### src/rtl/cpt_pkg.sv
package cpt_pkg;

  localparam int SYND_W = 6;

  typedef enum logic [2:0] {
    CLS_NONE  = 3'd0,
    CLS_FP    = 3'd1,
    CLS_SIMD  = 3'd2,
    CLS_TRACE = 3'd3,
    CLS_AMU   = 3'd4,
    CLS_ACC   = 3'd5
  } cpt_class_e;

  localparam logic [SYND_W-1:0] SYN_NONE     = 6'h00;
  localparam logic [SYND_W-1:0] SYN_FPSIMD   = 6'h07;
  localparam logic [SYND_W-1:0] SYN_MOVE1    = 6'h03;
  localparam logic [SYND_W-1:0] SYN_MOVE2    = 6'h04;
  localparam logic [SYND_W-1:0] SYN_TRACE1   = 6'h05;
  localparam logic [SYND_W-1:0] SYN_TRACE2   = 6'h0C;

  // strobes from the control decoder to the datapath
  typedef struct packed {
    logic allow;
    logic fromHyp;
    logic wide;
    logic selFp;
    logic selSimd;
    logic selTrace;
    logic selAmu;
    logic selAcc;
    logic forceFp;
    logic forceSimd;
    logic forceTrace;
  } cpt_strobe_t;

endpackage

### src/rtl/cpt_trap_ctrl.sv
module cpt_trap_ctrl
  import cpt_pkg::*;
(
  input  logic        nonSecure,
  input  logic [1:0]  curLevel,
  input  logic [2:0]  accClass,
  input  logic        pairXfer,
  input  logic        secLvl3Narrow,
  input  logic        cp10Grant,
  input  logic        simdDeny,
  input  logic        traceDeny,
  input  logic        lowerTrap,
  output cpt_strobe_t stb
);

  logic isLvl0, isLvl1, isLvl2, isLvl3;
  logic forceOn;

  assign isLvl0  = (curLevel == 2'd0);
  assign isLvl1  = (curLevel == 2'd1);
  assign isLvl2  = (curLevel == 2'd2);
  assign isLvl3  = (curLevel == 2'd3);
  assign forceOn = nonSecure & secLvl3Narrow;

  always_comb begin
    stb         = '0;
    // traps raised elsewhere outrank everything decided here
    stb.allow   = nonSecure & ~lowerTrap & ~isLvl3;
    stb.fromHyp = isLvl2;
    stb.wide    = pairXfer;
    unique case (cpt_class_e'(accClass))
      CLS_FP:    stb.selFp    = 1'b1;
      CLS_SIMD:  stb.selSimd  = 1'b1;
      // level-0 trace access is undefined, which outranks the trap
      CLS_TRACE: stb.selTrace = isLvl1 | isLvl2;
      CLS_AMU:   stb.selAmu   = isLvl0 | isLvl1;
      CLS_ACC:   stb.selAcc   = isLvl1;
      default:   ;
    endcase
    stb.forceFp    = forceOn & ~cp10Grant;
    stb.forceSimd  = forceOn & simdDeny;
    stb.forceTrace = forceOn & traceDeny;
  end

endmodule

### src/rtl/cpt_trap_dp.sv
module cpt_trap_dp
  import cpt_pkg::*;
#(
  parameter int CTL_W     = 32,
  parameter int POS_FP    = 10,
  parameter int POS_SIMD  = 15,
  parameter int POS_TRACE = 20,
  parameter int POS_AMU   = 30,
  parameter int POS_ACC   = 31
) (
  input  logic [CTL_W-1:0]  trapCtl,
  input  cpt_strobe_t       stb,
  output logic              trapOut,
  output logic              kindOut,
  output logic [SYND_W-1:0] syndOut
);

  localparam int NUM_OVR = 3;
  localparam int OVR_POS [NUM_OVR] = '{POS_FP, POS_SIMD, POS_TRACE};

  logic [NUM_OVR-1:0] ovrForce;
  logic [NUM_OVR-1:0] effBit;
  logic hitFp, hitSimd, hitTrace, hitAmu, hitAcc, hit;
  logic [SYND_W-1:0] cls;
  logic ctlUnused;

  assign ovrForce = {stb.forceTrace, stb.forceSimd, stb.forceFp};

  generate
    for (genvar gi = 0; gi < NUM_OVR; gi++) begin : g_eff
      assign effBit[gi] = trapCtl[OVR_POS[gi]] | ovrForce[gi];
    end
  endgenerate

  // the copy bit and reserved bits carry no trap meaning
  assign ctlUnused = ^trapCtl;

  assign hitFp    = stb.selFp & effBit[0];
  assign hitSimd  = stb.selSimd & (effBit[0] ? 1'b1 : effBit[1]);
  assign hitTrace = stb.selTrace & effBit[2];
  assign hitAmu   = stb.selAmu & trapCtl[POS_AMU];
  assign hitAcc   = stb.selAcc & trapCtl[POS_ACC];
  assign hit      = stb.allow & (hitFp | hitSimd | hitTrace | hitAmu | hitAcc);

  always_comb begin
    cls = SYN_NONE;
    if (hitFp | hitSimd)  cls = SYN_FPSIMD;
    else if (hitTrace)    cls = stb.wide ? SYN_TRACE2 : SYN_TRACE1;
    else if (hitAmu)      cls = stb.wide ? SYN_MOVE2 : SYN_MOVE1;
    else if (hitAcc)      cls = SYN_MOVE1;
  end

  assign trapOut = hit;
  assign kindOut = hit & stb.fromHyp;
  assign syndOut = (hit & ~stb.fromHyp) ? cls : SYN_NONE;

endmodule

### src/rtl/cpt_trap_classifier.sv
module cpt_trap_classifier
  import cpt_pkg::*;
#(
  parameter int CTL_W = 32
) (
  input  logic              nonSecure,
  input  logic [1:0]        curLevel,
  input  logic [2:0]        accClass,
  input  logic              pairXfer,
  input  logic [CTL_W-1:0]  trapCtl,
  input  logic              secLvl3Narrow,
  input  logic              cp10Grant,
  input  logic              simdDeny,
  input  logic              traceDeny,
  input  logic              lowerTrap,
  output logic              trapOut,
  output logic              kindOut,
  output logic [SYND_W-1:0] syndOut
);

  cpt_strobe_t stb;

  cpt_trap_ctrl u_ctrl (
    .nonSecure     (nonSecure),
    .curLevel      (curLevel),
    .accClass      (accClass),
    .pairXfer      (pairXfer),
    .secLvl3Narrow (secLvl3Narrow),
    .cp10Grant     (cp10Grant),
    .simdDeny      (simdDeny),
    .traceDeny     (traceDeny),
    .lowerTrap     (lowerTrap),
    .stb           (stb)
  );

  cpt_trap_dp #(.CTL_W(CTL_W)) u_dp (
    .trapCtl (trapCtl),
    .stb     (stb),
    .trapOut (trapOut),
    .kindOut (kindOut),
    .syndOut (syndOut)
  );

endmodule

### config.mk
export PLATFORM = sky130hd
export DESIGN_NAME = cpt_trap_classifier
export DESIGN_NICKNAME = d
export VERILOG_FILES = /design/src/rtl/cpt_pkg.sv /design/src/rtl/cpt_trap_ctrl.sv /design/src/rtl/cpt_trap_dp.sv /design/src/rtl/cpt_trap_classifier.sv
export SDC_FILE = /design/constraint.sdc
export NUM_CORES = 1
export LEC_CHECK = 0
export CORE_UTILIZATION = 23
export DETAILED_ROUTE_END_ITERATION = 10
export PLACE_DENSITY = 0.86
export SYNTH_ARGS = -nofsm -noshare
export SYNTH_HDL_FRONTEND = slang
export SYNTH_SLANG_ARGS = --single-unit
### constraint.sdc
create_clock -name vclk -period 2.9
set_clock_uncertainty 0.05 [all_clocks]
set_input_delay 0.87 -clock vclk [all_inputs]
set_output_delay 0.87 -clock vclk [all_outputs]
set_load 0.02 [all_outputs]
==> key figures, run 1 <==
Floorplan
  – Die X-Extent: 38.8 um
  – Die Area: 1510 um2
  – Initial core utilization: 0.263
  – Top-Level Pins: 52
  – Core area: about 1200 um2
  – FP Rows: 12
  – Die H: roughly 39 um

Synthesis
  – Synth Area in Compound Gates: 0.357
  – Syn Inst Count: 39
  – Area leader, netlist: ha_1
  – Synth cell types: 26
  – Mux share of post-synthesis cell area: 0.0321
  – Top-area cell type share of the netlist area: 0.161
  – Total number of yosys warnings: 0
  – Adder-cell share of the synthesized area: 0.161
  – Post-synthesis simple-gate area fraction: 0.341
  – Post-Synth XOR/XNOR Area: 0
  – Cell Area, Synth: 312 um2
  – Synth top area cells: ha_1 (16%), a2111oi_4 (8.8%), a21oi_1 (8.0%)
  – Largest family of logic cells by synthesized area: compound AO/OA/AOI/OAI gates
  – Sequential share of the synthesized area: 0
  – Syn_area_per_cell: 7.99 um2

Setup path
  – Critical path's top delay family: simple AND/OR/NAND/NOR gates
  – Crit Path Max Fanout: 2
  – Slowest cell on crit path: or3_1
  – CP peak stage delay: around 0.38 ns
  – Critical Path Start Type: primary input
  – CP Cell Sequence: buf_8 -> inv_6 -> ha_4 -> nand4b_1 -> or3_1 -> a31oi_2 -> buf_4
  – Worst path depth: 7
  – WS Path Type: primary input to output port
  – Crit end category: output port
  – Worst path arrival time: about 2.1 ns
  – Crit path buffers/inverters: 3
  – Worst path required time: approximately 2 ns

Detailed routing
  – Drt pass-1 iters: 2
  – DR vias: 444
  – Initial DRC Count: 5
  – Drt total wl: between 1000 and 1500 um
  – Via-to-Cell Ratio: between 4 and 5
  – Routed Antenna Nets: 0
  – Post-route DRC: 0
  – WL/cell: between 10 and 15 um

Timing
  – Period minus WS final: around 3.0 ns
  – Setup TNS Final: -0.411 ns
  – RSZ-0062 raised after global routing: yes
  – Final period util: 1.03
  – Final setup fails: 6
  – Count of pins over their slew limit: 0
  – Worst hold slack: 2.20 ns
  – Final hold vios: 0
  – Max Fclk: around 0.33 GHz
  – Setup WS post-layout: -0.0899 ns

Global route
  – Largest net degree at the start of global routing: 7
  – Total GRT Usage: 0.196
  – Number of global-route vias before repair: between 400 and 500
  – Grt met1 use: 0.186
  – M2 GR Usage: 0.421
  – First-pass GRT wire length: just over 2000 um
  – Met3 GRT Util: 0.0289
  – Gr busiest metal: met2
  – Initial antenna violation count: 0
  – Global route overflow: 0

Placement
  – Number of I/O port buffers: 23
  – Hpwl dp: 817 um
  – RePlAce Congestion: slightly below 0.8

Cells and area
  – Clock buffer count: 0
  – # diodes: 0
  – Nets: 126
  – Layout cells sized above 1: 0.750
  – Register Area: 0 um2
  – Layout sequential cell count: 0
  – # fillers: 94
  – Fin util: 0.706
  – P&R area growth vs syn: 169%
  – Multi-input logic area: 459 um2

Power and ir drop
  – PwrDens: approximately 120 nW/um2
  – Max VDD drop: between 60 and 70 uV
  – Pleak: 0.351 nW

Worst hold path
  – Hold Path Depth: 4
  – Type of the most critical hold path: primary input to output port

Run status
  – Outcome: finished, violations left
  – Failing checks: negative setup slack

CTS
  – Hold buffers post-CTS: 0

Run
  – Number of max-cap violations: 0
-- stage by stage --
stage                     power, mW  instances  setup WS, ns  cell area, um2
after CTS                    0.0940         88        -0.106             807
after global placement       0.0692         85        -0.995             636
final                         0.101         90       -0.0899             837
after floorplan              0.0280         40       -0.0254             328
after detailed placement     0.0706         85         -1.04             636
after global routing          0.107         90        -0.140             837
-- final timing paths --
| kind | startpoint | endpoint | slack (ns) |
|---|---|---|---|
| hold / removal | accClass[1] | syndOut[2] | 2.20 |
| setup / recovery | curLevel[1] | syndOut[0] | -0.09 |
-- repair_timing --
item / 4_1_cts / 5_1_grt
setup buffers: 3 / 2
setup endpoints to repair: 6 / 6
pin swaps: 17 / 8
resized for setup: 108 / 13
-- kinds of logic after synthesis --
| logic type | count (synthesis) |
|---|---|
| multiplexers | 1 |
| AND/OR/NAND/NOR | 15 |
| buffers and inverters | 6 |
| adder cells (fa/ha/maj) | 4 |
| AO/OA/AOI/OAI | 12 |
| other | 1 |
-- final cells by class --
class              instances  area share
inverters                  4      0.0299
well taps                 14      0.0209
repair buffers            38       0.401
multi-input cells         34       0.549
-- cells in the mapped netlist (2+ instances only) --
library cell	n
a21oi_1	5
a31oi_1	2
buf_4	2
ha_1	4
inv_1	3
nand2b_1	2
nor2_1	2
-- cells in the final DEF (no fill, tap or decap), types with 2 or more instances in the layout --
master,synthesis,layout
conb_1,1,2
buf_2,0,4
buf_6,0,5
buf_4,2,16
buf_8,0,2
ha_4,0,3
nor2_4,0,2
a21oi_2,0,4
nand2b_4,0,2
inv_6,0,2
inv_2,1,2
dlygate4sd2_1,0,6
-- layer usage --
| metal | part of all wire | routed length [um] |
|---|---|---|
| met5 | 0 | 0 |
| met4 | 0.023 | 30 |
| met3 | 0.057 | 74 |
| met2 | 0.57 | 741 |
| met1 | 0.35 | 459 |
-- report_power, final --
group          internal, mW  switching (mW)
registers                 0               0
logic                0.0541          0.0466
clock network             0               0
(Power assumes the default switching activity.)
==> inputs of run 2 (changes only) <==
--- a/config.mk
+++ b/config.mk
@@ -5,8 +5,10 @@
 export SDC_FILE = /design/constraint.sdc
 export NUM_CORES = 1
 export LEC_CHECK = 0
+export ABC_CLOCK_PERIOD_IN_PS = 2900
 export CORE_UTILIZATION = 23
 export DETAILED_ROUTE_END_ITERATION = 10
+export GPL_TIMING_DRIVEN = 0
 export PLACE_DENSITY = 0.86
 export SYNTH_ARGS = -nofsm -noshare
 export SYNTH_HDL_FRONTEND = slang
==> key figures, run 2 (synthesis gave the netlist of run 1 again) <==
Run status
  – Outcome: finished, violations left
  – Failing checks: negative setup slack

Detailed routing
  – Via-to-Cell Ratio: 5.16 (+4.5%)
  – Initial DRC Count: 1 (-4)
  – Drt total wl: 1440 um (+10%)
  – WL/cell: 16.2 um (+12%)
  – Routed Antenna Nets: 0 (unchanged)
  – Post-route DRC: 0 (unchanged)
  – Drt pass-1 iters: 2 (unchanged)
  – DR vias: 459 (+3.4%)

Timing
  – Count of pins over their slew limit: 0 (unchanged)
  – Period minus WS final: 3.03 ns (+0.0421 ns)
  – Max Fclk: 0.330 GHz (-1.4%)
  – Worst hold slack: 2.11 ns (-0.0934 ns)
  – Final period util: 1.05 (+0.0145)
  – RSZ-0062 raised after global routing: yes
  – Setup WS post-layout: -0.132 ns (-0.0421 ns)
  – Setup TNS Final: -0.512 ns (-0.101 ns)
  – Final hold vios: 0 (unchanged)
  – Final setup fails: 6 (unchanged)

Run
  – Number of max-cap violations: 0 (unchanged)

Cells and area
  – Clock buffer count: 0 (unchanged)
  – Nets: 125 (-0.79%)
  – # diodes: 0 (unchanged)
  – Layout cells sized above 1: 0.747 (-0.00333)
  – P&R area growth vs syn: 161%
  – Layout sequential cell count: 0 (unchanged)
  – Commonest non-fill, non-tap cells in the layout: buf_4 (14), buf_6 (7), a21oi_2 (5), dlygate4sd2_1 (5), buf_2 (3)
  – Fin util: 0.685 (-0.0211)
  – Register Area: 0 um2 (unchanged)
  – Commonest non-fill, non-tap cell in the layout: buf_4
  – Finished Layout Cells: 89 (-1.1%)

Worst hold path
  – Worst Hold Path EP: kindOut
  – Hold Path Depth: 4 (unchanged)
  – Min-delay src: nonSecure
  – Type of the most critical hold path: primary input to output port

Floorplan
  – Die Area: 1510 um2 (unchanged)
  – FP Rows: 12 (unchanged)
  – Initial core utilization: 0.263 (unchanged)
  – Core area: 1190 um2 (unchanged)
  – Die H: 38.8 um (unchanged)
  – Top-Level Pins: 52 (unchanged)
  – Die X-Extent: 38.8 um (unchanged)

Power and ir drop
  – PwrDens: 120 nW/um2 (-0.44%)
  – Max VDD drop: 62.2 uV (-1.5%)
  – Pleak: 0.354 nW (+0.97%)

Global route
  – Largest net degree at the start of global routing: 7 (unchanged)
  – Total GRT Usage: 0.182 (-0.0142)
  – First-pass GRT wire length: 1970 um (-3.1%)
  – Initial antenna violation count: 0 (unchanged)
  – Number of global-route vias before repair: 480 (-2.2%)
  – Global route overflow: 0 (unchanged)

Setup path
  – Worst path arrival time: 2.11 ns (+0.04 ns)
  – Crit end category: output port
  – Critical Path Start Type: primary input
  – Crit Path Max Fanout: 3 (+1)
  – WS Path Type: primary input to output port
  – Worst path required time: 1.98 ns (about the same)
  – Setup crit start: curLevel[1]

Placement
  – Hpwl dp: 720 um (-12%)
  – Number of I/O port buffers: 23 (unchanged)
  – Placed cells: 77 (-9.4%)
  – RePlAce Congestion: 0.770 (-3.3%)
-- run 2: cell count changes in the layout (fill, tap and decap cells not counted), sizes merged --
cell	before	now
buf	28	26
clkbuf	1	3
clkdlybuf4s50	1	0
dlygate4sd2	6	5
dlymetal6s2s	0	1
-- run 2: worst max path at each step --
stage                 endpoint  slack, ns  depth (start not counted)
finish              syndOut[0]      -0.13                          7
global placement    syndOut[0]      -1.08                          7
detailed placement  syndOut[0]      -1.08                          7
CTS                 syndOut[3]      -0.07                          7
global route        syndOut[0]      -0.19                          7
floorplan           syndOut[3]      -0.03                          5
-- run 2: final cells by class --
type | instances | area (um2)
Multi-Input combinational cell | 34 | 445
Fill cell | 99 | 374
Timing Repair Buffer | 35 | 309
Inverter | 4 | 25.0
Tap cell | 14 | 17.5
Buffer | 2 | 15.0
-- run 2: stage by stage --
stage | setup slack [ns] | power, mW | area [um2]
6_report | -0.132 | 0.0973 | 812
3_5_place_dp | -1.08 | 0.0630 | 576
2_1_floorplan | -0.0254 | 0.0280 | 328
3_3_place_gp | -1.08 | 0.0619 | 576
5_1_grt | -0.188 | 0.103 | 812
4_1_cts | -0.0668 | 0.0833 | 738
-- run 2: critical path, stage by stage --
cell and delay, ns:
buf_8 0.09, inv_8 0.04, ha_4 0.24, nand4b_1 0.13, or3_4 0.42, a31oi_4 0.17
buf_6 0.14
-- run 2: what timing repair did --
item / 4_1_cts / 5_1_grt
resized for setup: 97 / 24
pin swaps: 16 / 6
hold buffers: 0 / 0
setup buffers: 11 / 1
setup endpoints to repair: 6 / 6
-- run 2: layer usage --
layer  share of wire  track usage  vias to the layer above  routed length [um]
met2            0.60        0.396                       18                 864
met5               0            0                        -                   0
met4          0.0076       0.0259                        0                  11
met3           0.046      0.00578                        2                  66
li1                -            -                      219                   -
met1            0.35        0.186                      220                 499
-- run 2: power breakdown --
group          switching [mW]  internal, mW
clock network               0             0
logic                  0.0465        0.0507
registers                   0             0
total                  0.0465        0.0507
==> inputs of run 3 (changes only) <==
--- a/config.mk
+++ b/config.mk
@@ -6,9 +6,10 @@
 export NUM_CORES = 1
 export LEC_CHECK = 0
 export ABC_CLOCK_PERIOD_IN_PS = 2900
+export CORE_MARGIN = 3
 export CORE_UTILIZATION = 23
 export DETAILED_ROUTE_END_ITERATION = 10
-export GPL_TIMING_DRIVEN = 0
+export GPL_TIMING_DRIVEN = 1
 export PLACE_DENSITY = 0.86
 export SYNTH_ARGS = -nofsm -noshare
 export SYNTH_HDL_FRONTEND = slang
==> key figures, run 3 (synthesis gave the netlist of run 1 again) <==
Cells and area
  – Layout cells sized above 1: 0.790 (+0.0435)
  – P&R area growth vs syn: 190%
  – # diodes: 0 (unchanged)
  – Clock buffer count: 0 (unchanged)
  – Commonest non-fill, non-tap cells in the layout: buf_4 (18), buf_6 (11), a21oi_2 (5), ha_4 (4), dlygate4sd2_1 (4)
  – Finished Layout Cells: 95 (+6.7%)
  – Commonest non-fill, non-tap cell in the layout: buf_4
  – Nets: 131 (+4.8%)
  – Layout sequential cell count: 0 (unchanged)
  – Register Area: 0 um2 (unchanged)

Setup path
  – Crit end category: output port
  – WS Path Type: primary input to output port
  – Crit Path Max Fanout: 3 (unchanged)
  – Critical Path Start Type: primary input
  – Worst path required time: 1.98 ns (about the same)
  – Worst path arrival time: 2.07 ns (-0.04 ns)

Detailed routing
  – Routed Antenna Nets: 0 (unchanged)
  – Initial DRC Count: 2 (+1)
  – Via-to-Cell Ratio: 5.12 (-0.80%)
  – Post-route DRC: 0 (unchanged)
  – WL/cell: 15.9 um (-2.0%)
  – Drt pass-1 iters: 4 (+2)
  – Drt total wl: 1510 um (+4.6%)
  – DR vias: 486 (+5.9%)

Global route
  – First-pass GRT wire length: 2120 um (+7.7%)
  – Initial antenna violation count: 0 (unchanged)
  – Largest net degree at the start of global routing: 7 (unchanged)
  – Number of global-route vias before repair: 488 (+1.7%)
  – Total GRT Usage: 0.144 (-0.0379)
  – Global route overflow: 0 (unchanged)

Timing
  – Final period util: 1.03 (-0.0159)
  – Count of pins over their slew limit: 0 (unchanged)
  – Max Fclk: 0.335 GHz (+1.5%)
  – Worst hold slack: 2.15 ns (+0.0414 ns)
  – Final setup fails: 5 (-1)
  – Final hold vios: 0 (unchanged)
  – RSZ-0062 raised after global routing: yes
  – Setup WS post-layout: -0.0860 ns (+0.0460 ns)
  – Period minus WS final: 2.99 ns (-0.0460 ns)
  – Setup TNS Final: -0.325 ns (+0.187 ns)

Placement
  – Post-place setup slack: -1.02 ns (+0.0620 ns)
  – Number of I/O port buffers: 23 (unchanged)
  – RePlAce Congestion: 0.748 (-2.8%)
  – Hpwl dp: 792 um (+10%)
  – Placed cells: 86 (+12%)

Run status
  – Failing checks: negative setup slack
  – Outcome: finished, violations left

Power and ir drop
  – Total power: 110 uW (+13%)
  – Net switching power: 48.7 uW (+4.6%)
  – Clock power frac: 0 (unchanged)
  – Pleak: 0.391 nW (+10%)
  – Int Power: 61.2 uW (+21%)
  – Sw Ratio: 0.443 (-0.0355)
  – PwrDens: 122 nW/um2 (+1.5%)
  – Comb pwr share: 1.000 (about the same)
  – Max VDD drop: 62.5 uV (+0.35%)
  – Seq pwr share: 0 (unchanged)

Worst hold path
  – Type of the most critical hold path: primary input to output port
  – Min-delay src: accClass[1]
  – Worst Hold Path EP: syndOut[2]
  – Hold Path Depth: 4 (unchanged)

Floorplan
  – Die H: 42.8 um (+10%)
  – FP Rows: 12 (unchanged)
  – Die X-Extent: 42.8 um (+10%)
  – Core area: 1190 um2 (unchanged)
  – Die Area: 1830 um2 (+22%)
  – Top-Level Pins: 52 (unchanged)
  – Initial core utilization: 0.263 (unchanged)

Run
  – Number of max-cap violations: 0 (unchanged)

CTS
  – Hold buffers post-CTS: 0 (unchanged)
## run 3: final cells by class
cell class,count,area [um2]
fill,92,283
inverter,4,27.5
multi-input combinational,34,459
tap,14,17.5
timing repair buffer,43,399
## run 3: per-stage QoR
stage	area [um2]	util
finish	903	0.762
global route	903	0.762
CTS	807	0.680
detailed placement	643	0.542
global placement	643	0.542
floorplan	328	-
## run 3: worst max-delay path, cell delays in order
cell and delay [ns]:
buf_8 0.09, inv_4 0.04, ha_4 0.25, nand4b_1 0.11, or3_1 0.38, a31oi_2 0.16, buf_4 0.16
## run 3: per-layer routing
| metal | vias up | GRT usage | part of all wire |
|---|---|---|---|
| li1 | 228 | - | - |
| met1 | 237 | 0.146 | 0.34 |
| met2 | 19 | 0.317 | 0.58 |
| met3 | 2 | 0.0127 | 0.064 |
| met4 | 0 | 0 | 0.011 |
| met5 | - | 0 | 0 |
## run 3: repair_timing
action,4_1_cts,5_1_grt
endpoints found under the setup margin,6,6
buffers inserted,7,2
resized for setup,103,35
pin swaps,15,13
## run 3: power by group through the flow
stage | Combinational, mW | Clock (mW) | Sequential, mW
finish | 0.110 | 0 | 0
global route | 0.116 | 0 | 0
CTS | 0.0940 | 0 | 0
detailed placement | 0.0714 | 0 | 0
global placement | 0.0703 | 0 | 0
floorplan | 0.0280 | 0 | 0
## run 3: worst max path at each step
stage / start / to / slack [ns]
after floorplan: curLevel[0] / syndOut[3] / -0.03
final: curLevel[0] / syndOut[0] / -0.09
after detailed placement: curLevel[1] / syndOut[0] / -1.02
after global placement: curLevel[0] / syndOut[0] / -1.0
after CTS: curLevel[0] / syndOut[0] / -0.08
after global routing: curLevel[0] / kindOut / -0.13
